==> config.mk <==
export PLATFORM = sky130hd
export DESIGN_NAME = msix_vec_ctrl
export DESIGN_NICKNAME = d
export VERILOG_FILES = /design/src/rtl/msix_pkg.sv /design/src/rtl/msix_table.sv /design/src/rtl/msix_pend.sv /design/src/rtl/msix_sender.sv /design/src/rtl/msix_vec_ctrl.sv
export SDC_FILE = /design/constraint.sdc
export NUM_CORES = 2
export LEC_CHECK = 0
export ABC_CLOCK_PERIOD_IN_PS = 7100
export CAP_MARGIN = 20
export CORE_ASPECT_RATIO = 0.9
export CORE_MARGIN = 2
export CORE_UTILIZATION = 61
export DETAILED_ROUTE_END_ITERATION = 6
export PLACE_DENSITY = 0.81
export SYNTH_ARGS = -nofsm -noshare
export SYNTH_HDL_FRONTEND = slang
export SYNTH_HIERARCHICAL = 1
export SYNTH_SLANG_ARGS = --single-unit
export TNS_END_PERCENT = 50
==> constraint.sdc <==
create_clock -name clk -period 7.1 [get_ports clk]
set_clock_uncertainty 0.1 [all_clocks]
set_input_delay 1.42 -clock clk [delete_from_list [all_inputs] [get_ports clk]]
set_output_delay 1.42 -clock clk [all_outputs]
set_load 0.05 [all_outputs]
==> src/rtl/msix_pkg.sv <==
package msix_pkg;
    typedef enum logic [0:0] {
        SND_IDLE  = 1'b0,
        SND_OFFER = 1'b1
    } snd_state_e;

    localparam int PBA_WORD_BITS = 64;
    localparam int CTL_EN_BIT    = 15;
    localparam int CTL_FMASK_BIT = 14;
    localparam int CTL_SIZE_W    = 11;
endpackage

==> src/rtl/msix_table.sv <==
module msix_table #(
    parameter int NUM_VEC = 8,
    localparam int VW    = $clog2(NUM_VEC),
    localparam int OFF_W = VW + 4,
    localparam int PW    = (NUM_VEC + 63) / 64
) (
    input  logic               clk,
    input  logic               rst_n,
    input  logic               acc_valid,
    input  logic               acc_write,
    input  logic               acc_wide,
    input  logic               acc_pba,
    input  logic [OFF_W-1:0]   acc_off,
    input  logic [63:0]        acc_wdata,
    output logic [63:0]        acc_rdata,
    input  logic [NUM_VEC-1:0] pend,
    input  logic [VW-1:0]      lk_idx,
    output logic [63:0]        lk_addr,
    output logic [31:0]        lk_data,
    output logic [NUM_VEC-1:0] vmask,
    output logic [NUM_VEC-1:0] vunmask
);
    logic [31:0] lo_q  [NUM_VEC];
    logic [31:0] hi_q  [NUM_VEC];
    logic [31:0] dat_q [NUM_VEC];
    logic [31:0] ctl_q [NUM_VEC];

    logic [VW-1:0]      ent;
    logic [1:0]         fld;
    logic [OFF_W-4:0]   word;
    logic               tbl_ok, pba_ok, wr_ok, ctl_hit, new_mbit;
    logic [PW*64-1:0]   pba_flat;
    logic [63:0]        pw;

    assign ent  = acc_off[OFF_W-1:4];
    assign fld  = acc_off[3:2];
    assign word = acc_off[OFF_W-1:3];

    always_comb begin
        tbl_ok = !acc_pba && (acc_off[1:0] == 2'b00) && (!acc_wide || !acc_off[2])
                 && (int'(ent) < NUM_VEC);
        pba_ok = acc_pba && (acc_off[1:0] == 2'b00) && (!acc_wide || !acc_off[2])
                 && (int'(word) < PW);
        wr_ok  = acc_valid && acc_write && tbl_ok;
        ctl_hit  = wr_ok && (acc_wide ? fld[1] : (fld == 2'd3));
        new_mbit = acc_wide ? acc_wdata[32] : acc_wdata[0];
    end

    always_ff @(posedge clk) begin
        for (int v = 0; v < NUM_VEC; v++) begin
            if (!rst_n) begin
                lo_q[v]  <= '0;
                hi_q[v]  <= '0;
                dat_q[v] <= '0;
                ctl_q[v] <= '0;
            end else if (wr_ok && int'(ent) == v) begin
                if (acc_wide) begin
                    if (fld[1]) begin
                        dat_q[v] <= acc_wdata[31:0];
                        ctl_q[v] <= acc_wdata[63:32];
                    end else begin
                        lo_q[v] <= acc_wdata[31:0];
                        hi_q[v] <= acc_wdata[63:32];
                    end
                end else begin
                    unique case (fld)
                        2'd0: lo_q[v]  <= acc_wdata[31:0];
                        2'd1: hi_q[v]  <= acc_wdata[31:0];
                        2'd2: dat_q[v] <= acc_wdata[31:0];
                        2'd3: ctl_q[v] <= acc_wdata[31:0];
                    endcase
                end
            end
        end
    end

    for (genvar v = 0; v < NUM_VEC; v++) begin : g_mask
        assign vmask[v]   = ctl_q[v][0];
        assign vunmask[v] = ctl_hit && (int'(ent) == v) && ctl_q[v][0] && !new_mbit;
    end

    assign lk_addr = {hi_q[lk_idx], lo_q[lk_idx]};
    assign lk_data = dat_q[lk_idx];

    always_comb begin
        pba_flat = '0;
        pba_flat[NUM_VEC-1:0] = pend;
        pw = '0;
        acc_rdata = '0;
        if (acc_valid && !acc_write) begin
            if (tbl_ok) begin
                if (acc_wide) begin
                    acc_rdata = fld[1] ? {ctl_q[ent], dat_q[ent]} : {hi_q[ent], lo_q[ent]};
                end else begin
                    unique case (fld)
                        2'd0: acc_rdata = {32'b0, lo_q[ent]};
                        2'd1: acc_rdata = {32'b0, hi_q[ent]};
                        2'd2: acc_rdata = {32'b0, dat_q[ent]};
                        2'd3: acc_rdata = {32'b0, ctl_q[ent]};
                    endcase
                end
            end else if (pba_ok) begin
                pw = pba_flat[int'(word)*64 +: 64];
                acc_rdata = acc_wide ? pw : {32'b0, (acc_off[2] ? pw[63:32] : pw[31:0])};
            end
        end
    end
endmodule

==> src/rtl/msix_pend.sv <==
module msix_pend #(
    parameter int NUM_VEC = 8,
    localparam int VW = $clog2(NUM_VEC)
) (
    input  logic               clk,
    input  logic               rst_n,
    input  logic               fire_valid,
    input  logic [VW-1:0]      fire_vec,
    input  logic               fire_ok,
    input  logic [NUM_VEC-1:0] arm_set,
    input  logic               clr_valid,
    input  logic [VW-1:0]      clr_vec,
    output logic [NUM_VEC-1:0] pend,
    output logic [NUM_VEC-1:0] arm
);
    logic [NUM_VEC-1:0] pend_d, arm_d;

    always_comb begin
        pend_d = pend;
        arm_d  = arm;
        if (clr_valid) begin
            pend_d[clr_vec] = 1'b0;
            arm_d[clr_vec]  = 1'b0;
        end
        if (fire_valid) begin
            pend_d[fire_vec] = 1'b1;
            if (fire_ok) arm_d[fire_vec] = 1'b1;
        end
        arm_d = (arm_d | arm_set) & pend_d;
    end

    always_ff @(posedge clk) begin
        if (!rst_n) begin
            pend <= '0;
            arm  <= '0;
        end else begin
            pend <= pend_d;
            arm  <= arm_d;
        end
    end


    undeliverable_pends_chk: assert property (@(posedge clk) disable iff (!rst_n)
        fire_valid && !fire_ok |=> pend[$past(fire_vec)]);

    pba_quiet_chk: assert property (@(posedge clk) disable iff (!rst_n)
        !fire_valid && !clr_valid |=> $stable(pend));

    send_only_pending_chk: assert property (@(posedge clk) disable iff (!rst_n)
        clr_valid |-> pend[clr_vec]);
endmodule

==> src/rtl/msix_sender.sv <==
module msix_sender
    import msix_pkg::*;
#(
    parameter int NUM_VEC = 8,
    localparam int VW = $clog2(NUM_VEC)
) (
    input  logic               clk,
    input  logic               rst_n,
    input  logic [NUM_VEC-1:0] elig,
    input  logic [63:0]        lk_addr,
    input  logic [31:0]        lk_data,
    output logic [VW-1:0]      lk_idx,
    input  logic               msg_ready,
    output logic               msg_valid,
    output logic [63:0]        msg_addr,
    output logic [31:0]        msg_data,
    output logic               clr_valid,
    output logic [VW-1:0]      clr_vec
);
    snd_state_e         state, state_d;
    logic [VW-1:0]      cur;
    logic [NUM_VEC-1:0] cand;
    logic               any, load;

    always_comb begin
        cand = elig;
        if (state == SND_OFFER) cand[cur] = 1'b0;
        any    = |cand;
        lk_idx = '0;
        for (int v = NUM_VEC - 1; v >= 0; v--) begin
            if (cand[v]) lk_idx = VW'(v);
        end
        state_d = state;
        load    = 1'b0;
        unique case (state)
            SND_IDLE: begin
                if (any) begin
                    state_d = SND_OFFER;
                    load    = 1'b1;
                end
            end
            SND_OFFER: begin
                if (msg_ready) begin
                    state_d = any ? SND_OFFER : SND_IDLE;
                    load    = any;
                end
            end
        endcase
    end

    always_ff @(posedge clk) begin
        if (!rst_n) begin
            state    <= SND_IDLE;
            cur      <= '0;
            msg_addr <= '0;
            msg_data <= '0;
        end else begin
            state <= state_d;
            if (load) begin
                cur      <= lk_idx;
                msg_addr <= lk_addr;
                msg_data <= lk_data;
            end
        end
    end

    always_comb begin
        msg_valid = (state == SND_OFFER);
        clr_valid = (state == SND_OFFER) && msg_ready;
        clr_vec   = cur;
    end


    offer_hold_chk: assert property (@(posedge clk) disable iff (!rst_n)
        msg_valid && !msg_ready |=> msg_valid && $stable(msg_addr) && $stable(msg_data));
endmodule

==> src/rtl/msix_vec_ctrl.sv <==
module msix_vec_ctrl
    import msix_pkg::*;
#(
    parameter int NUM_VEC = 8,
    localparam int VW    = $clog2(NUM_VEC),
    localparam int OFF_W = VW + 4
) (
    input  logic             clk,
    input  logic             rst_n,
    input  logic             acc_valid,
    input  logic             acc_write,
    input  logic             acc_wide,
    input  logic             acc_pba,
    input  logic [OFF_W-1:0] acc_off,
    input  logic [63:0]      acc_wdata,
    output logic [63:0]      acc_rdata,
    input  logic             ctl_we,
    input  logic [15:0]      ctl_wdata,
    output logic [15:0]      ctl_rdata,
    input  logic             fire_valid,
    input  logic [VW-1:0]    fire_vec,
    output logic             msg_valid,
    input  logic             msg_ready,
    output logic [63:0]      msg_addr,
    output logic [31:0]      msg_data
);
    logic               en_q, fm_q, fm_fall, fire_ok, clr_valid;
    logic [VW-1:0]      clr_vec, lk_idx;
    logic [NUM_VEC-1:0] pend, arm, vmask, vunmask, arm_set, elig;
    logic [63:0]        lk_addr;
    logic [31:0]        lk_data;

    always_ff @(posedge clk) begin
        if (!rst_n) begin
            en_q <= 1'b0;
            fm_q <= 1'b0;
        end else if (ctl_we) begin
            en_q <= ctl_wdata[CTL_EN_BIT];
            fm_q <= ctl_wdata[CTL_FMASK_BIT];
        end
    end

    always_comb begin
        ctl_rdata = '0;
        ctl_rdata[CTL_EN_BIT]       = en_q;
        ctl_rdata[CTL_FMASK_BIT]    = fm_q;
        ctl_rdata[CTL_SIZE_W-1:0]   = CTL_SIZE_W'(NUM_VEC - 1);
        fm_fall = ctl_we && fm_q && !ctl_wdata[CTL_FMASK_BIT];
        arm_set = vunmask | {NUM_VEC{fm_fall}};
        fire_ok = en_q && !fm_q && !vmask[fire_vec];
        elig    = pend & arm & ~vmask & {NUM_VEC{!fm_q}};
    end

    msix_table #(.NUM_VEC(NUM_VEC)) u_table (
        .clk(clk), .rst_n(rst_n),
        .acc_valid(acc_valid), .acc_write(acc_write), .acc_wide(acc_wide),
        .acc_pba(acc_pba), .acc_off(acc_off), .acc_wdata(acc_wdata),
        .acc_rdata(acc_rdata), .pend(pend), .lk_idx(lk_idx),
        .lk_addr(lk_addr), .lk_data(lk_data), .vmask(vmask), .vunmask(vunmask)
    );

    msix_pend #(.NUM_VEC(NUM_VEC)) u_pend (
        .clk(clk), .rst_n(rst_n),
        .fire_valid(fire_valid), .fire_vec(fire_vec), .fire_ok(fire_ok),
        .arm_set(arm_set), .clr_valid(clr_valid), .clr_vec(clr_vec),
        .pend(pend), .arm(arm)
    );

    msix_sender #(.NUM_VEC(NUM_VEC)) u_sender (
        .clk(clk), .rst_n(rst_n), .elig(elig),
        .lk_addr(lk_addr), .lk_data(lk_data), .lk_idx(lk_idx),
        .msg_ready(msg_ready), .msg_valid(msg_valid),
        .msg_addr(msg_addr), .msg_data(msg_data),
        .clr_valid(clr_valid), .clr_vec(clr_vec)
    );


    ctl_write_chk: assert property (@(posedge clk) disable iff (!rst_n)
        ctl_we |=> ctl_rdata[15:14] == $past(ctl_wdata[15:14]));
endmodule

### Yosys cells after proc, flatten, opt, wreduce, memory -nomap -nowiden

Memories as Yosys holds them, arrays and structs flattened. A register that Yosys moved wholly into a read port is not among the register bits.
Index checks and enable logic that the tools add are counted.
Widths: inputs -> output; s select.

* output and inout port bits: 177
* word-level logic and storage cells: 424
* bits of input ports: 99
* memory bits (writable): 1024
* memories kept: 4
* flip-flop bits (word level): 22

Memory list
* u_table.ctl_q: words 8, bits a word 32, rd ports 9, clocked after memory_dff 0, write ports 8, line msix_table.sv:26 `logic [31:0] ctl_q [NUM_VEC];`
* u_table.dat_q: words 8, bits a word 32, rd ports 2, clocked after memory_dff 1, write ports 8, line msix_table.sv:25 `logic [31:0] dat_q [NUM_VEC];`
* u_table.hi_q: words 8, bits a word 32, rd ports 2, clocked after memory_dff 1, write ports 8, line msix_table.sv:24 `logic [31:0] hi_q [NUM_VEC];`
* u_table.lo_q: words 8, bits a word 32, rd ports 2, clocked after memory_dff 1, write ports 8, line msix_table.sv:23 `logic [31:0] lo_q [NUM_VEC];`

* bitwise operators: 78
* reductions and logical operators: 64
* eq/ne operators: 10
* shift-type cells: 1
* mux-type cells: 256
* $lt $le $gt $ge: 5

Operator list (count)
* $mux 32: 65
* $mux 64: 6
* $pmux 64 s4: 1
* $mux 1: 165
* $or 1x1->1: 64
* $shiftx 64x11->64: 1
* $and 8x8->8: 7
* $logic_and 1x1->1: 48
* $mux 8: 6
* $or 8x8->8: 4
* $mux 3: 8
* $not 8->8: 2
* $eq 3x3->1 const B: 4
* $logic_not 1->1: 11
* $lt 3x4->1 const B: 2
* $reduce_or 8->1: 1
* $demux 1 s3: 2
* $eq 3x2->1 const B: 2
* $ge 3x1->1 const B: 2
* $eq 2x2->1 const B: 2
* $logic_not 2->1: 2
* $lt 4x1->1 const B: 1
* $pmux 1 s2: 2
* $bmux 1 s3: 1
* other kinds (5): 5

### Logic depth before layout (Yosys ltp)

* depth after elaboration: 15
* mapped depth: 14
* gate-level depth less buffers: 11

### Cells and area by module

Netlist, hierarchy kept.

Modules (own cells, without submodules)
* msix_table: times used 1, area an instance 55034.0 um^2, cells each 3716, sequential area each 30749.5 um^2
* msix_sender: times used 1, area an instance 3917.5 um^2, cells each 482, sequential area each 2001.9 um^2
* msix_pend: times used 1, area an instance 706.9 um^2, cells each 72, sequential area each 320.3 um^2
* msix_vec_ctrl: times used 1, area an instance 422.9 um^2, cells each 50, sequential area each 40.0 um^2

### Worst setup path before layout

Ideal clock, no wire load.

* kind: input-to-output
* start point: in acc_off[4]
* end point: out acc_rdata[2]
* slack: 0.516 ns
* path buffers: 3
* data arrival time: 5.064 ns
* cell stages on the path: 8
* path through: buf_2 > buf_6 > buf_2 > nor2_1 > nand3_1 > nor3b_2 > a21oi_1 > a2111oi_0

* word-level cells in the longest chain between the ends: 6
* elaborated cells on any way between the ends: 15
* classes of those cells: order compare: 1; shift: 1; mux: 8; reduce/logical: 1; memory: 4

Ends and longest elaborated chain
* start: declaration: line msix_vec_ctrl.sv:14 `input logic [OFF_W-1:0] acc_off,`
* $shiftx 64x11->64: line msix_table.sv:103 `pw = pba_flat[int'(word)*64 +: 64];`
* $mux 32: line msix_table.sv:104 `acc_rdata = acc_wide ? pw : {32'b0, (acc_off[2] ? pw[63:32] : pw[31:0])};`
* $mux 64: line msix_table.sv:104
* $mux 64: line msix_table.sv:102 `end else if (pba_ok) begin`
* $mux 64 *: line msix_table.sv:91 `if (tbl_ok) begin`
* $mux 64 *: line msix_table.sv:90 `if (acc_valid && !acc_write) begin`
* end: declaration: line msix_vec_ctrl.sv:16 `output logic [63:0] acc_rdata,`

Every way passes the cells marked *; elsewhere a longest branch is shown, timed or not. The select of a mux whose other input is x is not followed.

### Worst setup path in the final report

* start point: in acc_off[2]
* end point: out acc_rdata[51]

* word-level cells in the longest chain between the ends: 7
* elaborated cells on any way between the ends: 8
* classes of those cells: mux: 3; reduce/logical: 5

Ends and longest elaborated chain
* $logic_not 1->1 *: line msix_table.sv:40, msix_table.sv:42
* $logic_or 1x1->1 *: line msix_table.sv:40, msix_table.sv:42
* $logic_and 1x1->1: line msix_table.sv:42 `pba_ok = acc_pba && (acc_off[1:0] == 2'b00) && (!acc_wide || !acc_off[2])`
* $logic_and 1x1->1: line msix_table.sv:43 `&& (int'(word) < PW);`
* $mux 64: line msix_table.sv:102
* $mux 64 *: line msix_table.sv:91
* $mux 64 *: line msix_table.sv:90

Every way passes the cells marked *; elsewhere a longest branch is shown, timed or not.

==> key figures <==
Floorplanning
  – Row cnt: 109
  – Core Region: 0.0979 mm^2
  – Die area: 0.101 mm^2
  – Effective utilization at floorplan: 61.4%
  – Io pins: 276
  – Die extent in y: 302 um
  – Die Wd: 335 um

Critical path
  – Crit-path most repeated cell: buf_4
  – CP cell instances: clkdlybuf4s50_1 -> a2111oi_4 -> buf_4 -> and3b_1 -> buf_4 -> nand2_1 -> buf_4 -> a211oi_1 -> buf_12
  – Max stage delay cell, worst path: clkdlybuf4s50_1
  – Arrival @ worst endpoint: 5020 ps
  – Crit end category: primary output
  – Crit start category: input port
  – WP data required: 5580 ps
  – Crit-path max FO: 17
  – CP peak stage delay: 760 ps
  – Crit Path Class: input port to primary output

Global routing
  – Total grt overflow: 0
  – Number of global-route vias before repair: 41.2k
  – GRT Total Usage: 38.6%
  – Initial antenna violation count: 15
  – First-pass GRT wire length: 280000 um
  – Largest net degree at the start of global routing: 156

Placed design
  – Dpl cells: 5466
  – Port bufs: 247
  – GP Congestion: 0.944
  – Final HPWL DP: 119000 um

Run status
  – Status: finished, final reports clean

Cells and area
  – Final Non-Filler Cells: 5709
  – Layout cells sized above 1: 24.4%
  – Fill cells: 6244
  – Footprint of the multi-input gates: 0.0251 mm^2
  – Post-layout nets: 4420
  – Register Area: 0.0331 mm^2
  – Layout area overhead: 13.3%
  – Final core utilization: 69.5%

Run
  – Max Cap Violations: 0

Power and ir drop
  – Clk network pwr share: 40.2%
  – Switch share: 24.1%
  – Gate power share: 9.2%
  – Switch Pwr: 0.00370 W
  – Leakage: 22.8 nW
  – Power Dens Cells: 225 mW/mm^2
  – Design Power: 0.0153 W
  – Internal power: 0.0116 W
  – VDD IR max: 0.000224 V
  – Seq pwr share: 50.6%

CTS
  – Reg clk slew, reported paths: 60 ps
  – Post_cts resized: 0
  – Hold Buf Count CTS: 0
  – CTS tree: done
  – Post-CTS setup buffers: 0
  – H-tree Lvls: 3
  – Root buf cell: clkbuf_16
  – Clock sinks: 1142
  – CTS max path bufs: 3
  – TritonCTS Buffers: 115
  – Clk Latency, worst-skew pair: 730 ps

Timing
  – Slew margin rel.: 9.73%
  – Final hold vios: 0
  – Final setup vio count: 0
  – Fin Setup TNS: 0 ps
  – Fin crit period: 6540 ps
  – Slew @ Worst Pin: 1350 ps
  – RSZ-0062 raised after global routing: no
  – Hold slack: 360 ps
  – Final cycle utilization of the critical path: 92.1%
  – FMAX: 0.153 GHz
  – Slew Limit Fails: 0

Detailed routing
  – Met3 Wirelength: 32100 um
  – Total Wirelength: 197000 um
  – Drt pass-1 iters: 6
  – DR WL/cell: 34.4 um
  – Post-route ant nets: 0
  – Top Metal Used: met5
  – Vias after detailed routing: 42.2k
  – Met2 WL: 88300 um
  – Post-route DRC: 0
  – DR iter-0 viols: 7200
  – Vias per cell: 7.40
  – Wl on met1: 64900 um

Synthesis
  – Seq/Total Area, Yosys: 55.1%
  – Mapped cell area: 0.0601 mm^2
  – Leading area contributor after synthesis: edfxtp_1
  – Ys flop type: edfxtp_1
  – #FFs+latches synth: 1142
  – Post-Synthesis Cells: 4320
  – Synth top area cells: edfxtp_1 51%, mux4_2 16%, a22o_1 6.5%, and2_1 5.4%, dfxtp_1 3.9%
  – Yosys cell types: 66
  – Post-synth top area share: 51.2%
  – Syn Area/Cell: 13.9 um^2
  – Synth Warn #: 6
  – Post-synth EDFFs: 1024
  – Async set or reset register ratio after synthesis: 0%

Hold path
  – Min-delay worst type: flip-flop to flip-flop
critical path, delay by kind of cell:
kind            cells  cell delay (ps)
simple gates        2              600
compound gates      2             1170
buf+inv             5             1790
cell usage after synthesis, types with 100 or more instances:
library cell  instances
o21ai_0             125
edfxtp_1           1024
and2_1              523
a22o_1              449
clkbuf_1            287
buf_2               153
dfxtp_1             118
mux2_2              139
nor2_1              109
mux4_2              430
nand2_1             264
nand3_1             111
a21oi_1             100
layout make-up:
cell class / instances / area share (%)
Sequential cell: 1142 / 48.6
Multi-Input combinational cell: 2637 / 36.8
Timing Repair Buffer: 420 / 6.57
Clock buffer: 154 / 4.65
Tap cell: 1276 / 2.34
Clock inverter: 64 / 0.899
Antenna cell: 11 / 0.0404
Inverter: 5 / 0.0276
sequential cells by signal (all words and copies together), names as in the netlist:
signal              flops
u_sender/msg_data      32
u_table/ctl_q         256
u_table/hi_q          256
u_sender/msg_addr      64
u_pend/pend             8
u_sender/clr_vec        3
u_table/dat_q         256
fm_q                    1
u_sender/msg_valid      1
u_pend/arm              8
en_q                    1
u_table/lo_q          256
power by group through the flow:
stage	Sequential (W)	Combinational [W]	Clock, W
detailed placement	0.00789	0.00135	0
global route	0.00779	0.00144	0.00640
floorplan	0.00785	0.000851	0
finish	0.00776	0.00142	0.00617
global placement	0.00786	0.00132	0
CTS	0.00775	0.00136	0.00614
logic make-up (layout without fill, tap and decap cells):
kind of cell / count (synthesis) / after routing / synth area share, %
buffers and inverters: 553 / 643 / 4.15
AND/OR/NAND/NOR: 1135 / 1135 / 10.2
AO/OA/AOI/OAI: 845 / 845 / 10.5
multiplexers: 643 / 643 / 20.0
flip-flops: 1142 / 1142 / 55.1
other: 2 / 25 / 0.0125
worst paths after layout:
check,cells past startpoint,from,to,slack (ps)
setup / recovery,9,acc_off[2],acc_rdata[51],560
hold / removal,2,u_sender/msg_addr[29],u_sender/msg_addr[29],360
setup reg to reg,11,fm_q,u_sender/msg_addr[46],2380
hold reg to reg,2,u_sender/msg_addr[29],u_sender/msg_addr[29],360
stage by stage:
stage          setup WS, ps  instance area, um^2
6_report                562                68100
5_1_grt                 631                68100
4_1_cts                 891                67800
3_5_place_dp            923                64000
3_3_place_gp            940                63900
2_1_floorplan           516                60100
per-layer routing:
layer  up-vias  track usage [%]
met4         8             17.9
met3       738             14.1
met5         -            0.463
met2      3880             58.8
met1     20800             49.8
li1      16800                -
cell usage in the layout (no fill, tap or decap), types with 10 or more instances in the layout:
cell type,instances
mux2i_1,73
nor3b_1,26
clkbuf_8,12
clkinv_1,17
nor2_2,30
nor2_1,63
o21ai_4,30
o21ai_1,13
a31oi_1,19
o22ai_1,60
nand3_1,111
diode_2,11
clkdlybuf4s50_1,179
dfxtp_1,118
nand2_1,264
a221oi_1,11
mux4_2,430
clkinv_2,23
bufinv_16,10
clkbuf_1,26
edfxtp_1,1024
a22o_1,449
conb_1,14
a22oi_1,11
buf_4,171
and2_1,523
a211oi_1,28
clkbuf_16,118
mux2_2,139
nor2b_1,26
o21ai_0,94
nor2_4,17
nand2b_1,15
a21oi_1,100
buf_12,48
Power figures use the tool's default switching activity.
